--- src/rtl/cmd_resp_rx_pkg.sv ---
package cmd_resp_rx_pkg;

  localparam logic [2:0] FMT_NONE = 3'd0;
  localparam logic [2:0] FMT_LONG = 3'd2;

  typedef enum logic [2:0] {
    ST_IDLE,
    ST_HUNT,
    ST_SHIFT,
    ST_FLUSH,
    ST_BUSY
  } rxState_t;

  // Strobes from control to datapath
  typedef struct packed {
    logic clear;   // drop FIFO contents and partial halfword
    logic shift;   // take one bit from the command line
    logic flush;   // push the partial halfword, left-aligned
  } rxStrobe_t;

endpackage

--- src/rtl/cmd_resp_rx_ctrl.sv ---
module cmd_resp_rx_ctrl
  import cmd_resp_rx_pkg::*;
#(
  parameter int SHORT_BITS    = 48,
  parameter int LONG_BITS     = 136,
  parameter int TIMEOUT_TICKS = 64
) (
  input  logic       clk,
  input  logic       rst_n,
  input  logic       tick,
  input  logic       cmdIn,
  input  logic       issue,
  input  logic [2:0] fmtSel,
  input  logic       busyWait,
  input  logic       busyIn,
  output rxStrobe_t  strobe,
  output logic       respEnd,
  output logic       respTimeout,
  output logic       progDone
);

  localparam int BITS_W = $clog2(LONG_BITS + 1);
  localparam int HUNT_W = $clog2(TIMEOUT_TICKS + 1);
  localparam logic [HUNT_W-1:0] HUNT_LAST = HUNT_W'(TIMEOUT_TICKS - 1);

  rxState_t          state;
  logic [BITS_W-1:0] bitsLeft;
  logic [HUNT_W-1:0] huntCnt;
  logic              busyReq;
  logic [BITS_W-1:0] frameLen;

  always_comb begin
    frameLen = (fmtSel == FMT_LONG) ? BITS_W'(LONG_BITS) : BITS_W'(SHORT_BITS);
  end

  always_comb begin
    strobe.clear = issue;
    strobe.shift = !issue && tick &&
                   ((state == ST_HUNT && !cmdIn) || state == ST_SHIFT);
    strobe.flush = !issue && (state == ST_FLUSH);
  end

  always_ff @(posedge clk) begin
    if (!rst_n) begin
      state       <= ST_IDLE;
      bitsLeft    <= '0;
      huntCnt     <= '0;
      busyReq     <= 1'b0;
      respEnd     <= 1'b0;
      respTimeout <= 1'b0;
      progDone    <= 1'b0;
    end else begin
      respEnd  <= 1'b0;
      progDone <= 1'b0;
      if (issue) begin
        state       <= (fmtSel == FMT_NONE) ? ST_FLUSH : ST_HUNT;
        bitsLeft    <= frameLen;
        huntCnt     <= '0;
        busyReq     <= busyWait;
        respTimeout <= 1'b0;
      end else begin
        unique case (state)
          ST_HUNT: begin
            if (tick) begin
              if (!cmdIn) begin
                bitsLeft <= bitsLeft - 1'b1;
                state    <= ST_SHIFT;
              end else if (huntCnt == HUNT_LAST) begin
                respTimeout <= 1'b1;
                respEnd     <= 1'b1;
                state       <= ST_IDLE;
              end else begin
                huntCnt <= huntCnt + 1'b1;
              end
            end
          end
          ST_SHIFT: begin
            if (tick) begin
              bitsLeft <= bitsLeft - 1'b1;
              if (bitsLeft == BITS_W'(1)) state <= ST_FLUSH;
            end
          end
          ST_FLUSH: begin
            respEnd <= 1'b1;
            state   <= busyReq ? ST_BUSY : ST_IDLE;
          end
          ST_BUSY: begin
            if (tick && busyIn) begin
              progDone <= 1'b1;
              state    <= ST_IDLE;
            end
          end
          default: state <= ST_IDLE;
        endcase
      end
    end
  end

endmodule

--- src/rtl/cmd_resp_rx_dpath.sv ---
module cmd_resp_rx_dpath
  import cmd_resp_rx_pkg::*;
#(
  parameter int HW_W       = 16,
  parameter int FIFO_DEPTH = 16
) (
  input  logic            clk,
  input  logic            rst_n,
  input  rxStrobe_t       strobe,
  input  logic            bitIn,
  input  logic            popReq,
  output logic [HW_W-1:0] popData,
  output logic            fifoEmpty
);

  localparam int CNT_W = $clog2(HW_W);
  localparam int PTR_W = $clog2(FIFO_DEPTH);
  localparam int LVL_W = PTR_W + 1;

  logic [HW_W-1:0]  shiftReg;
  logic [CNT_W-1:0] bitCnt;
  logic [HW_W-1:0]  mem [FIFO_DEPTH];
  logic [PTR_W-1:0] wrPtr, rdPtr;
  logic [LVL_W-1:0] level;

  logic             push, pop;
  logic [HW_W-1:0]  pushData;
  logic [HW_W-1:0]  nextShift;

  always_comb begin
    nextShift = {shiftReg[HW_W-2:0], bitIn};
    push      = 1'b0;
    pushData  = nextShift;
    if (strobe.shift && bitCnt == CNT_W'(HW_W - 1)) begin
      push = 1'b1;
    end else if (strobe.flush && bitCnt != '0) begin
      push     = 1'b1;
      pushData = shiftReg << (HW_W - int'(bitCnt));
    end
  end

  assign fifoEmpty = (level == '0);
  assign pop       = popReq && !fifoEmpty && !strobe.clear;
  assign popData   = fifoEmpty ? '0 : mem[rdPtr];

  // Bit packer
  always_ff @(posedge clk) begin
    if (!rst_n || strobe.clear || strobe.flush) begin
      shiftReg <= '0;
      bitCnt   <= '0;
    end else if (strobe.shift) begin
      shiftReg <= nextShift;
      bitCnt   <= bitCnt + 1'b1;
    end
  end

  // Halfword FIFO storage
  generate
    for (genvar e = 0; e < FIFO_DEPTH; e++) begin : g_entry
      always_ff @(posedge clk) begin
        if (push && wrPtr == PTR_W'(e)) mem[e] <= pushData;
      end
    end
  endgenerate

  always_ff @(posedge clk) begin
    if (!rst_n || strobe.clear) begin
      wrPtr <= '0;
      rdPtr <= '0;
      level <= '0;
    end else begin
      if (push) wrPtr <= wrPtr + 1'b1;
      if (pop)  rdPtr <= rdPtr + 1'b1;
      case ({push, pop})
        2'b10:   level <= level + 1'b1;
        2'b01:   level <= level - 1'b1;
        default: level <= level;
      endcase
    end
  end

endmodule

--- src/rtl/cmd_resp_rx.sv ---
module cmd_resp_rx
  import cmd_resp_rx_pkg::*;
#(
  parameter int SHORT_BITS    = 48,
  parameter int LONG_BITS     = 136,
  parameter int TIMEOUT_TICKS = 64,
  parameter int HW_W          = 16,
  parameter int FIFO_DEPTH    = 16
) (
  input  logic            clk,
  input  logic            rst_n,
  input  logic            tick,
  input  logic            cmdIn,
  input  logic            issue,
  input  logic [2:0]      fmtSel,
  input  logic            busyWait,
  input  logic            busyIn,
  input  logic            popReq,
  output logic [HW_W-1:0] popData,
  output logic            fifoEmpty,
  output logic            respEnd,
  output logic            respTimeout,
  output logic            progDone
);

  rxStrobe_t strobe;

  cmd_resp_rx_ctrl #(
    .SHORT_BITS   (SHORT_BITS),
    .LONG_BITS    (LONG_BITS),
    .TIMEOUT_TICKS(TIMEOUT_TICKS)
  ) u_ctrl (
    .clk        (clk),
    .rst_n      (rst_n),
    .tick       (tick),
    .cmdIn      (cmdIn),
    .issue      (issue),
    .fmtSel     (fmtSel),
    .busyWait   (busyWait),
    .busyIn     (busyIn),
    .strobe     (strobe),
    .respEnd    (respEnd),
    .respTimeout(respTimeout),
    .progDone   (progDone)
  );

  cmd_resp_rx_dpath #(
    .HW_W      (HW_W),
    .FIFO_DEPTH(FIFO_DEPTH)
  ) u_dpath (
    .clk      (clk),
    .rst_n    (rst_n),
    .strobe   (strobe),
    .bitIn    (cmdIn),
    .popReq   (popReq),
    .popData  (popData),
    .fifoEmpty(fifoEmpty)
  );

endmodule

--- config.mk ---
export PLATFORM = sky130hd
export DESIGN_NAME = cmd_resp_rx
export DESIGN_NICKNAME = d
export VERILOG_FILES = /design/src/rtl/cmd_resp_rx_pkg.sv /design/src/rtl/cmd_resp_rx_ctrl.sv /design/src/rtl/cmd_resp_rx_dpath.sv /design/src/rtl/cmd_resp_rx.sv
export SDC_FILE = /design/constraint.sdc
export NUM_CORES = 1
export LEC_CHECK = 0
export BUFFER_PORTS_ARGS = -buffer_cell sky130_fd_sc_hd__buf_2
export CAP_MARGIN = 0
export CORE_UTILIZATION = 57
export CTS_CLUSTER_DIAMETER = 40
export DETAILED_ROUTE_END_ITERATION = 10
export GPL_ROUTABILITY_DRIVEN = 0
export PLACE_DENSITY = 0.82
export SETUP_SLACK_MARGIN = 0.2
export SYNTH_ARGS = -nofsm -noshare
export SYNTH_HDL_FRONTEND = slang
export SYNTH_SLANG_ARGS = --single-unit
--- constraint.sdc ---
create_clock -name clk -period 4.79 [get_ports clk]
set_input_delay 0.7185 -clock clk [delete_from_list [all_inputs] [get_ports clk]]
set_output_delay 0.7185 -clock clk [all_outputs]
set_load 0.05 [all_outputs]
* After elaboration in Yosys (flattened, before gate mapping)
Memories as Yosys holds them, arrays and structs flattened. A register that Yosys moved wholly into a read port is not among the register bits.
Cells that the tools add are included.
** Storage, ports and cells
- Input bits :: 11
- Logic and storage cells :: 221
- Output and inout bits :: 20
- Bits in writable memories :: 256
- Flip-flop bits (word level) :: 55
- Memories kept :: 1
** Cells by class
- Shift operators :: 1
- Mux-type cells :: 106
- Add/sub/neg operators :: 8
- Reduce and logical (&&, ||, !) cells :: 59
- Bitwise gates (word level) :: 3
- Equal/unequal tests :: 31
** Memories
- u_dpath.mem :: words 16, width 16, rd ports 1, clocked after Yosys merged registers in 1, write ports 1, line cmd_resp_rx_dpath.sv:22 : logic [HW_W-1:0] mem [FIFO_DEPTH];
** Operators by type and width (number)
- $mux 16 :: 18
- $reduce_or 16->1 :: 15
- $mux 4 :: 17
- $mux 1 :: 53
- $mux 8 :: 5
- $eq 4x4->1 const B :: 9
- $shl 16x32->16 :: 1
- $logic_and 1x1->1 :: 25
- $mux 3 :: 8
- $eq 4x3->1 const B :: 4
- $pmux 8 s2 :: 1
- $add 4x1->4 const B :: 3
- $ne 3x3->1 const B :: 4
- $pmux 3 s4 :: 1
- $reduce_and 4->1 :: 3
- $pmux 5 s2 :: 1
- $eq 3x2->1 const B :: 3
- $eq 4x2->1 const B :: 2
- $eq 8x1->1 const B :: 1
- $sub 8x1->8 const B :: 1
- $add 7x1->7 const B :: 1
- $eq 7x6->1 const B :: 1
- $sub 5x4->6 const A :: 1
- $add 5x1->5 const B :: 1
- other kinds (22) :: 29

* Longest topological paths before layout
Gate-level depths: netlist (run 1).
- Word-level depth :: 25
- Depth in mapped cells :: 17
- Mapped depth without buffers :: 14

* Modules after synthesis
A second synthesis (run 1) with hierarchy kept.
** Unflattened totals
- Cell total of the unflattened synthesis :: 839
- Area, all modules :: 13604.3 sq um
** Modules (own cells, without submodules)
- cmd_resp_rx_dpath :: instances 1, area each 12365.6 sq um, cells each 689
- cmd_resp_rx_ctrl :: instances 1, area each 1238.7 sq um, cells each 150

* Worst setup path after synthesis (run 1)
OpenSTA, ideal clock, no wires.
- Path type :: flip-flop to flip-flop
- Start :: register u_dpath.bitCnt[0]
- End :: register u_dpath.level[4]
- Path slack :: 1.308 ns
- Data arrival time :: 3.412 ns
- Cell stages (with the launch flop) :: 18
- Data required time :: 4.719 ns
- Buffers on the path :: 3
- Cells stage by stage :: dfxtp_1 > buf_4 > buf_2 > clkinv_1 > ha_1 > nor3b_1 > nor3_1 > or2_1 > buf_4 > inv_1 > ha_1 > xor2_1 > ha_1 > a211o_1 > a21oi_1 > a221oi_1 > or3_1 > a21oi_1
** On the way
- Word-level cells in the longest chain between the ends :: 6
- Elaborated cells between the ends (all ways) :: 10
- Classes of those cells :: eq/ne (3); mux (3); reduce/logical (4)
** RTL lines
- start: declaration :: line cmd_resp_rx_dpath.sv:21 : logic [CNT_W-1:0] bitCnt;
- start signal: assignment :: line cmd_resp_rx_dpath.sv:53 : bitCnt <= bitCnt + 1'b1;
- $reduce_bool 4->1 :: line cmd_resp_rx_dpath.sv:36 : end else if (strobe.flush && bitCnt != '0) begin
- $logic_and 1x1->1 :: line cmd_resp_rx_dpath.sv:36
- $mux 1 :: line cmd_resp_rx_dpath.sv:36
- $mux 1 (*) :: line cmd_resp_rx_dpath.sv:34 : if (strobe.shift && bitCnt == CNT_W'(HW_W - 1)) begin
- $eq 2x1->1 / $eq 2x2->1 (equally long branches) :: line cmd_resp_rx_dpath.sv:74 : case ({push, pop})
- $pmux 5 s2 / $reduce_bool 2->1 (equally long branches)
- end signal: assignment :: line cmd_resp_rx_dpath.sv:75 : 2'b10: level <= level + 1'b1;
- end signal: assignment :: line cmd_resp_rx_dpath.sv:76 : 2'b01: level <= level - 1'b1;
- end signal: assignment :: line cmd_resp_rx_dpath.sv:77 : default: level <= level;
- end: declaration :: line cmd_resp_rx_dpath.sv:24 : logic [LVL_W-1:0] level;
Every way passes the cells marked *; elsewhere a longest branch is shown, timed or not.
A chain may end at the register's enable or synchronous reset.

* Worst setup path after layout (run 1)
- Start :: register u_dpath.bitCnt[0]
- End :: memory u_dpath.mem[4][9], data pin
** On the way
- Elaborated cells between the ends (all ways) :: 81
- Classes of those cells :: add/sub (1); eq/ne (1); shift (1); mux (47); reduce/logical (31)
** RTL lines
- $sub 5x4->6 / $reduce_bool 4->1 (equally long branches) :: line cmd_resp_rx_dpath.sv:38, cmd_resp_rx_dpath.sv:36
- $shl 16x32->16 / $logic_and 1x1->1 (equally long branches) :: line cmd_resp_rx_dpath.sv:38, cmd_resp_rx_dpath.sv:36
- $mux 16 :: line cmd_resp_rx_dpath.sv:36
- $mux 16 (*) :: line cmd_resp_rx_dpath.sv:34
- net u_dpath.pushData[9] :: line cmd_resp_rx_dpath.sv:27 : logic [HW_W-1:0] pushData;
- $mux 16 (no line) (14 in a row)
- $mux 16 (no line) (*)
- end: declaration :: line cmd_resp_rx_dpath.sv:22
Mark *: on every way through the listed nets, which the timed path passes. The rest lies on a longest branch.

==> metrics.csv, run 1 <==
stage;metric;value;unit
final_layout;antenna_cells;0;
routing;firstDrtPassIters;6;
sta;period_share;80.0;%
clocking;clk_transition_reported_paths;0.06;ns
yosys;synth_nets;836;
yosys;synth_enable_flop_cells;256;
clocking;cts_hold_buf;0;
yosys;netlist_instances;811;
critical_path;end_kind;flip-flop;
critical_path;ff2ff_setup_slack;0.96;ns
clocking;h-tree-depth;2;
critical_path;crit_slowest_cell;a21oi_1;
global_route;track_usage;24.8;%
yosys;synth_compound_area_share;4.12;%
place;portBuffers;30;
place;post-dp-hpwl;16.5;mm
sta;whs;0.441;ns
final_layout;nNetsFinal;894;
yosys;synth_top_family_by_area;multiplexers;
floorplan;initial_core_util;58.6;%
critical_path;critPathLaunchType;flip-flop;
place;post_dp_cell_area;0.0140;mm^2
critical_path;r2r_start;u_dpath.bitCnt[0];
critical_path;rr_endpoint;u_dpath.mem[4][9];
floorplan;die_area;0.0241;mm^2
floorplan;die_x;155;um
critical_path;worst_path_most_repeated_cell;a21oi_1;
global_route;grt_max_degree;34;
outcome;status;completed;
critical_path;cp_max_fo;21;
routing;drt_iter0_markers;714;
yosys;synth_cell_types;65;
critical_path;crit_required;4.92;ns
clocking;cts_sinks;315;
power;p_leak;0.00508;uW
critical_path;path_delay_family;compound AO/OA/AOI/OAI gates;
critical_path;critPathMaxStageDelay;1.06;ns
critical_path;crit_start;u_dpath.bitCnt[0];
floorplan;die_h;155;um
final_layout;synthToLayoutAreaGrowth;14.5;%
power;power.density;388;mW/mm^2
clocking;cts_resized;0;
sta;slew_viol_final;0;
critical_path;cp_cell_sequence;buf_4 > clkinv_1 > ha_1 > mux4_2 > nand2_1 > a21oi_1 > a31oi_1 > a21oi_1;
final_layout;fin_cells;1212;
sta;slew-limit-headroom;10.4;%
clocking;cts_tree;done;
clocking;cts_setup_buffers;0;
clocking;cts_buffers;38;
place;dp_cells;1142;
hold_path;holdCritPathClass;flip-flop to flip-flop;
clocking;clk_latency;0.53;ns
sta;worstMarginPinSlew;1.34;ns
critical_path;critPathKind;flip-flop to flip-flop;
sta;min_period;3.83;ns
yosys;yosysWarnings;0;
sta;hold_viol;0;
routing;drcViolationCount;0;
routing;vias_per_cell;6.10;
yosys;avgSynthCellArea;16.5;um^2
clocking;clk_path_buf_depth;3;
critical_path;critical_path.endpoint;u_dpath.mem[4][9];
yosys;synth.area.mux_share;17.9;%
clocking;root_buffer;clkbuf_16;
sta;setup-tns-final;0;ns
yosys;ys.flop_type;edfxtp_1;
power;total_power;5940;uW
yosys;synth-simple-area-share;6.80;%
routing;wl_per_cell;23.7;um
power;ir_drop;293;uV
global_route;first_global_vias;7389;
global_route;antenna_found_initial;0;
flow_run;cap_violations;0;
sta;setup_viol;0;
routing;final_antenna_net_count;0;
global_route;grt_overflow;0;
sta;clock.fmax;261;MHz
floorplan;ioPinCount;31;
critical_path;crit_buf_inv;2;
yosys;synth_xor_area_share;1.51;%
routing;num_vias;7389;
yosys;ys_ff_latch;315;
floorplan;fp.coreArea;0.0228;mm^2
floorplan;rows;55;
yosys;synthArstFlopShare;0;%
critical_path;ff2ff_path_depth;8;
routing;routed_wl;28.7;mm
final_layout;final_area;0.0153;mm^2
yosys;syn_area;0.0134;mm^2
critical_path;crit_cells;8;
sta;fin_worst_skew;0.0217;ns
sta;rsz0062_at_grt;no;
global_route;grt_pass1_wl;43.7;mm
final_layout;drive_gt1_share;27.3;%
critical_path;critPathArrivalTime;3.96;ns
yosys;synth_adder_area_share;1.31;%
yosys;yosysSeqAreaShare;66.3;%
## cell usage in the layout, fill, tap and decap left out, drive strengths merged, types with 2 or more instances in the layout
cell,synthesis,routed
a211o,2,2
a211oi,2,2
a21o,3,3
a21oi,24,24
a311oi,2,2
a31oi,5,5
and3,2,2
buf,30,65
bufinv,0,5
clkbuf,17,41
clkinv,1,7
clkinvlp,0,6
dfxtp,59,59
edfxtp,256,256
ha,14,14
inv,14,26
mux2i,40,40
mux4,88,88
nand2,41,41
nand2b,7,7
nand3,8,8
nand3b,3,3
nor2,72,72
nor2b,19,19
nor3,11,11
nor3b,2,2
nor4,2,2
o211ai,2,2
o21a,2,2
o21ai,19,19
o21bai,2,2
o221ai,2,2
o31ai,5,5
or2,5,5
or3,4,4
or3b,2,2
xnor2,14,14
xor2,9,9
## metal layers
layer  vias to the layer above  track usage [%]  wire, um
met5                         -                0         0
met4                         0             9.01       905
met3                        73             3.98      2120
met2                       347             41.4     14200
met1                      3671             33.2     11400
li1                       3298                -         -
## through the flow
step	utilization (%)	worst slack [ns]
after global routing	67.0	0.704
after global placement	61.3	1.05
after floorplan	-	1.31
after CTS	67.0	0.948
after detailed placement	61.3	0.976
final	67.0	0.960
## cells by family (layout without fill, tap and decap cells)
group / after synthesis / in the layout
compound gates: 83 / 83
buf+inv: 62 / 150
xor+xnor: 23 / 23
simple gates: 185 / 185
flops: 315 / 315
fa+ha+maj: 14 / 14
mux: 129 / 129
## layout make-up
type                    instances  area [um^2]
flip-flops and latches        315         8870
fillers                      1512         7530
multi-input cells             434         4270
clock buffers                  41          962
repair buffers                 65          425
well taps                     313          392
clock inverters                29          343
inverters                      15         56.3
## synth_stat cells (all sizes together), types with 3 or more instances
| cell type | n | share of area [%] |
|---|---|---|
| edfxtp | 256 | 57 |
| mux4 | 88 | 15 |
| nor2 | 72 | 2.0 |
| dfxtp | 59 | 8.8 |
| nand2 | 41 | 1.2 |
| mux2i | 40 | 3.0 |
| buf | 30 | 1.2 |
| a21oi | 24 | 0.90 |
| nor2b | 19 | 0.89 |
| o21ai | 19 | 0.71 |
| clkbuf | 17 | 0.48 |
| ha | 14 | 1.3 |
| inv | 14 | 0.39 |
| xnor2 | 14 | 0.92 |
| nor3 | 11 | 0.52 |
| xor2 | 9 | 0.59 |
| nand3 | 8 | 0.30 |
| nand2b | 7 | 0.33 |
| a31oi | 5 | 0.23 |
| o31ai | 5 | 0.28 |
| or2 | 5 | 0.23 |
| or3 | 4 | 0.19 |
| a21o | 3 | 0.17 |
| nand3b | 3 | 0.17 |
## worst min path at each step
| stage | startpoint | depth (start not counted) | slack (ns) | endpoint |
|---|---|---|---|---|
| after detailed placement | u_ctrl.huntCnt[6] | 1 | 0.43 | u_ctrl.huntCnt[6] |
| final | u_ctrl.huntCnt[6] | 1 | 0.44 | u_ctrl.huntCnt[6] |
| after global placement | u_ctrl.huntCnt[6] | 1 | 0.43 | u_ctrl.huntCnt[6] |
| after global routing | u_ctrl.huntCnt[6] | 1 | 0.46 | u_ctrl.huntCnt[6] |
| after floorplan | u_ctrl.huntCnt[6] | 1 | 0.42 | u_ctrl.huntCnt[6] |
| after CTS | u_ctrl.huntCnt[6] | 1 | 0.44 | u_ctrl.huntCnt[6] |
## registers in the layout, summed over array words and instances, names as in the netlist, named ones only
| name | flops |
|---|---|
| u_dpath.wrPtr | 4 |
| u_dpath.mem | 256 |
| u_ctrl.busyReq | 1 |
| u_dpath.rdPtr | 4 |
| u_dpath.shiftReg | 16 |
| u_ctrl.respTimeout | 1 |
| u_ctrl.bitsLeft | 8 |
| u_ctrl.huntCnt | 7 |
| u_dpath.level | 5 |
| u_ctrl.respEnd | 1 |
| u_ctrl.state | 3 |
| u_ctrl.progDone | 1 |
| u_dpath.bitCnt | 4 |
## report_power, final
| group | internal, uW | switching [uW] | total [uW] |
|---|---|---|---|
| Clock | 1770 | 1160 | 2930 |
| Sequential | 2930 | 6.27 | 2930 |
| Combinational | 28.1 | 45.2 | 73.3 |
| Total | 4720 | 1210 | 5940 |
Note: power is estimated with default switching activity, not from simulation.
==> run 2, diff against run 1 <==
- clock period: 4.79 -> 3.99 ns (I/O delays scaled with it)
==> run 2 against run 1 <==
Setup slack worse by 0.53 ns. Clock power is 11% higher. Sequential share of layout area is 0.14 points higher. Combinational power is 20% higher. Count of clock-buffer cells in the layout is 4 higher.
==> metrics.csv, run 2 (same netlist as run 1, synthesis figures left out) <==
stage;metric;value;unit;change
clocking;clk_path_buf_depth;3;;unchanged
clocking;h-tree-depth;2;;unchanged
routing;firstDrtPassIters;5;;was 6
final_layout;drive_gt1_share;27.4;%;was 27.3%
critical_path;critPathLaunchType;flip-flop;;unchanged
global_route;grt_overflow;0;;unchanged
global_route;grt_max_degree;38;;was 34
critical_path;critPathArrivalTime;2.96;ns;was 3.96 ns
floorplan;ioPinCount;31;;unchanged
final_layout;nFillCells;1531;;was 1512
sta;whs;0.340;ns;was 0.441 ns
power;power.density;449;mW/mm^2;was 388 mW/mm^2
sta;fin_worst_skew;0.0278;ns;was 0.0217 ns
critical_path;end_kind;output port;;was flip-flop
critical_path;crit_buf_inv;2;;unchanged
final_layout;reg_top3;u_dpath.mem: 256 flops, u_dpath.shiftReg: 16 flops, u_ctrl.bitsLeft: 8 flops;;unchanged
floorplan;die_h;155;um;unchanged
routing;drt_iter0_markers;644;;was 714
sta;rsz0062_at_grt;no;;unchanged
sta;setup-tns-final;0;ns;unchanged
final_layout;postLayoutCoreUtil;66.9;%;was 67.0%
sta;slew_viol_final;0;;unchanged
place;portBuffers;30;;unchanged
routing;final_antenna_net_count;0;;unchanged
final_layout;largest_reg_flops;256;;unchanged
critical_path;cp_cell_sequence;buf_4 > mux4_2 > mux4_2 > nor2b_1 > buf_2;;was buf_4 > clkinv_1 > ha_1 > mux4_2 > nand2_1 > a21oi_1 > a31oi_1 > a21oi_1
flow_run;cap_violations;0;;unchanged
final_layout;layout_commonest_cell;edfxtp_1;;unchanged
floorplan;rows;55;;unchanged
routing;num_vias;7417;;was 7389
critical_path;crit_slowest_cell;dfxtp_4;;was a21oi_1
final_layout;top_register;u_dpath.mem;;unchanged
power;total_power;6870;uW;was 5940 uW
critical_path;path_delay_family;multiplexers;;was compound AO/OA/AOI/OAI gates
power;p_leak;0.00508;uW;about the same
floorplan;die_x;155;um;unchanged
routing;routed_wl;28.2;mm;was 28.7 mm
outcome;status;completed;;unchanged
routing;vias_per_cell;6.08;;was 6.10
global_route;first_global_vias;7518;;was 7389
clocking;clk_transition_reported_paths;0.05;ns;was 0.06 ns
final_layout;final_cell_mix;edfxtp_1 (256), mux4_2 (88), nor2_1 (60);;unchanged
sta;hold_viol;0;;unchanged
clocking;cts_resized;0;;unchanged
sta;setup_viol;0;;unchanged
sta;slew-limit-headroom;5.89;%;was 10.4%
critical_path;worst_path_most_repeated_cell;mux4_2;;was a21oi_1
global_route;grt_pass1_wl;43.5;mm;was 43.7 mm
critical_path;critPathKind;flip-flop to output port;;was flip-flop to flip-flop
clocking;cts_sinks;315;;unchanged
routing;drcViolationCount;0;;unchanged
power;ir_drop;342;uV;was 293 uV
clocking;cts_setup_buffers;0;;unchanged
routing;wl_per_cell;23.1;um;was 23.7 um
sta;clock.fmax;281;MHz;
global_route;antenna_found_initial;0;;unchanged
global_route;track_usage;24.5;%;was 24.8%
clocking;root_buffer;clkbuf_16;;unchanged
clocking;cts_hold_buf;0;;unchanged
floorplan;initial_core_util;58.6;%;unchanged
final_layout;nNetsFinal;902;;was 894
floorplan;fp.coreArea;0.0228;mm^2;unchanged
sta;min_period;3.56;ns;
hold_path;holdCritPathClass;input pin to flip-flop;;was flip-flop to flip-flop
final_layout;synthToLayoutAreaGrowth;14.2;%;was 14.5%
critical_path;critPathMaxStageDelay;0.62;ns;was 1.06 ns
sta;period_share;89.3;%;
critical_path;cp_max_fo;21;;unchanged
floorplan;die_area;0.0241;mm^2;unchanged
clocking;cts_buffers;38;;unchanged
clocking;cts_tree;done;;unchanged
sta;worstMarginPinSlew;1.41;ns;was 1.34 ns
final_layout;antenna_cells;0;;unchanged
critical_path;crit_required;3.39;ns;was 4.92 ns
place;post-dp-hpwl;17.0;mm;was 16.5 mm
clocking;clk_latency;0.52;ns;was 0.53 ns
## run 2: changes by cell type in the layout (fill, tap and decap cells not counted), sizes merged
cell,change
bufinv,-4
clkinvlp,-1
inv,-6
clkinv,+6
buf,+8
clkbuf,+4
## run 2: cell type report
cell class	instances	area [um^2]	share of cell area [%]
Tap cell	313	392	2.56
Timing Repair Buffer	73	485	3.18
Clock inverter	24	199	1.30
Multi-Input combinational cell	434	4270	27.9
Sequential cell	315	8870	58.1
Inverter	15	56.3	0.368
Clock buffer	45	1010	6.60
## run 2: final timing paths
kind         cells after the start  slack, ns                 to               from
max                              5       0.43        popData[12]          flip-flop
max reg2reg                      7       0.62  u_dpath.mem[5][9]  u_dpath.bitCnt[0]
min reg2reg                      1       0.44  u_ctrl.huntCnt[6]  u_ctrl.huntCnt[6]
min                              3       0.34     u_ctrl.busyReq           busyWait
## run 2: worst min-delay path: stages
cell and delay [ns]:
buf_2 0.08, mux2i_1 0.05, nor2_1 0.07
## run 2: routing by layer
metal | track usage [%] | up-vias | share of wire, % | wire [um]
li1 | - | 3312 | - | -
met5 | 0 | - | 0 | 0
met3 | 3.73 | 56 | 6.5 | 1830
met4 | 8.50 | 0 | 2.6 | 738
met1 | 33.2 | 3758 | 41 | 11500
met2 | 40.8 | 291 | 50 | 14100
## run 2: power by group
part           switching [uW]  total [uW]  internal (uW)
combinational            53.4        87.9           34.5
clock                    1350        3260           1910
sequential               7.83        3520           3510
total                    1420        6870           5450
## run 2: per-stage QoR
step | std cells | instance area [um^2] | worst slack, ns
after global placement | 1150 | 14100 | 0.532
after detailed placement | 1150 | 14100 | 0.457
after CTS | 1219 | 15300 | 0.373
after floorplan | 811 | 13400 | 0.508
after global routing | 1219 | 15300 | 0.280
final | 1219 | 15300 | 0.429
==> run 3, diff against run 2 <==
- CELL_PAD_IN_SITES_DETAIL_PLACEMENT: not set -> 0
- CELL_PAD_IN_SITES_GLOBAL_PLACEMENT: not set -> 1
- CORE_UTILIZATION: 57 -> 54
- PLACE_DENSITY: 0.82 -> 0.81
- RECOVER_POWER: not set -> 50
==> run 3 against run 2 <==
The flow now finishes with violations (capacitance limit, slew limit). Sequential power hardly changed. Count of clock-buffer cells in the layout shrank 3. Clock skew fell by 0.00072 ns. Final area is 0.32% higher. Clock power up 12%. Via count down 0.18%. Register-to-register slack worse by 0.16 ns. Flip-flop and latch count unchanged. First-iteration DRC count fell by 2.6%.
==> metrics.csv, run 3 (same netlist as run 1, synthesis figures left out) <==
stage;metric;value;unit;change
routing;drcViolationCount;0;;unchanged
sta;fin_worst_skew;0.0271;ns;was 0.0278 ns
sta;whs;0.322;ns;was 0.340 ns
hold_path;holdCritPathClass;input pin to flip-flop;;unchanged
routing;num_vias;7404;;was 7417
clocking;clk_transition_reported_paths;0.06;ns;was 0.05 ns
power;power.density;473;mW/mm^2;was 449 mW/mm^2
global_route;grt_max_degree;65;;was 38
final_layout;layout_commonest_cell;edfxtp_1;;unchanged
floorplan;die_x;159;um;was 155 um
floorplan;ioPinCount;31;;unchanged
sta;worstMarginPinSlew;1.52;ns;was 1.41 ns
place;portBuffers;30;;unchanged
critical_path;cp_max_fo;23;;was 21
critical_path;cp_cell_sequence;buf_12 > mux4_2 > mux4_2 > nor2b_1 > buf_2;;was buf_4 > mux4_2 > mux4_2 > nor2b_1 > buf_2
final_layout;synthToLayoutAreaGrowth;14.6;%;was 14.2%
clocking;cts_sinks;315;;unchanged
final_layout;nFillCells;1720;;was 1531
sta;slew-limit-headroom;-1.37;%;was 5.89%
clocking;root_buffer;clkbuf_16;;unchanged
global_route;grt_pass1_wl;45.4;mm;was 43.5 mm
sta;setup_viol;0;;unchanged
floorplan;rows;57;;was 55
sta;slew_viol_final;17;;was 0
final_layout;drive_gt1_share;23.3;%;was 27.4%
sta;period_share;88.9;%;was 89.3%
final_layout;largest_reg_flops;256;;unchanged
routing;routed_wl;29.3;mm;was 28.2 mm
routing;vias_per_cell;6.04;;was 6.08
power;ir_drop;259;uV;was 342 uV
routing;wl_per_cell;23.9;um;was 23.1 um
critical_path;critPathArrivalTime;2.95;ns;was 2.96 ns
clocking;cts_hold_buf;0;;unchanged
critical_path;crit_slowest_cell;dfxtp_4;;unchanged
sta;setup-tns-final;0;ns;unchanged
floorplan;initial_core_util;55.0;%;was 58.6%
place;dp_slack;0.231;ns;was 0.457 ns
routing;final_antenna_net_count;0;;unchanged
global_route;antenna_found_initial;1;;was 0
clocking;cts_buffers;39;;was 38
critical_path;worst_path_most_repeated_cell;mux4_2;;unchanged
sta;rsz0062_at_grt;no;;unchanged
global_route;track_usage;24.0;%;was 24.5%
clocking;clk_path_buf_depth;3;;unchanged
final_layout;final_cell_mix;edfxtp_1 (256), mux4_2 (88), nor2_1 (72);;was edfxtp_1 (256), mux4_2 (88), nor2_1 (60)
critical_path;critPathLaunchType;flip-flop;;unchanged
outcome;violations;capacitance limit, slew limit;;
floorplan;die_h;159;um;was 155 um
critical_path;critPathMaxStageDelay;0.66;ns;was 0.62 ns
clocking;clk_latency;0.54;ns;was 0.52 ns
clocking;h-tree-depth;2;;unchanged
critical_path;critPathKind;flip-flop to output port;;unchanged
flow_run;cap_violations;1;;was 0
clocking;cts_tree;done;;unchanged
power;p_leak;0.00502;uW;was 0.00508 uW
sta;clock.fmax;282;MHz;was 281 MHz
sta;postLayoutSetupSlackWorst;0.441;ns;was 0.429 ns
sta;hold_viol;0;;unchanged
routing;firstDrtPassIters;5;;unchanged
sta;min_period;3.55;ns;was 3.56 ns
clocking;cts_setup_buffers;0;;unchanged
place;post-dp-hpwl;16.9;mm;was 17.0 mm
outcome;status;finished with violations;;was completed
floorplan;fp.coreArea;0.0243;mm^2;was 0.0228 mm^2
critical_path;end_kind;output port;;unchanged
final_layout;top_register;u_dpath.mem;;unchanged
final_layout;reg_top3;u_dpath.mem: 256 flops, u_dpath.shiftReg: 16 flops, u_ctrl.bitsLeft: 8 flops;;unchanged
clocking;cts_resized;0;;unchanged
critical_path;crit_required;3.39;ns;about the same
floorplan;die_area;0.0254;mm^2;was 0.0241 mm^2
global_route;grt_overflow;0;;unchanged
final_layout;nNetsFinal;898;;was 902
global_route;first_global_vias;7740;;was 7518
routing;drt_iter0_markers;627;;was 644
-- run 3: cell count changes in the layout (fill, tap and decap cells not counted), sizes merged --
cell	delta
buf	-29
bufinv	+4
clkbuf	+21
clkinv	-8
clkinvlp	-2
diode	+1
inv	+9
-- run 3: final timing paths --
path                                        start                 end  slack (ns)  cells past startpoint
worst min-delay path                     busyWait      u_ctrl.busyReq        0.32                      3
worst min register to register  u_ctrl.huntCnt[6]   u_ctrl.huntCnt[6]        0.44                      1
worst max-delay path                    flip-flop         popData[12]        0.44                      5
worst max register to register  u_dpath.bitCnt[0]  u_dpath.mem[4][10]        0.46                      7
-- run 3: area by class of cell --
type	count	area (um^2)	area share [%]
diodes	1	2.50	0.0163
clock buffers	42	997	6.51
clock inverters	27	350	2.29
inverters	15	56.3	0.367
multi-input cells	434	4220	27.5
flip-flops and latches	315	8870	57.9
well taps	324	405	2.64
repair buffers	68	428	2.79
-- run 3: critical path: cells and delay by family, from the launching register on --
family / cells / cell delay [ns]
mux: 2 / 1.04
flops: 1 / 0.66
buf+inv: 2 / 0.52
simple gates: 1 / 0.17
-- run 3: report_power, final --
part	internal (uW)	leakage, uW	switching (uW)
clock network	2200	0.000655	1450
logic	32.5	0.00157	54.2
registers	3510	0.00280	7.89
-- run 3: metrics by stage --
step                      power [uW]  util (%)  cells  instance area (um^2)
after CTS                       7300      63.4   1225                 15400
after detailed placement        3680      57.9   1156                 14100
final                           7250      63.0   1226                 15300
after global placement          3670      57.9   1156                 14100
after global routing            7440      63.0   1225                 15300
after floorplan                 3650         -    811                 13400
-- run 3: layer usage --
layer,vias to the layer above,track usage (%),part of all wire (%)
met1,3781,30.9,40
met5,-,0,0
met2,263,41.4,52
met3,58,4.35,6.5
met4,0,7.74,2.2
li1,3302,-,-
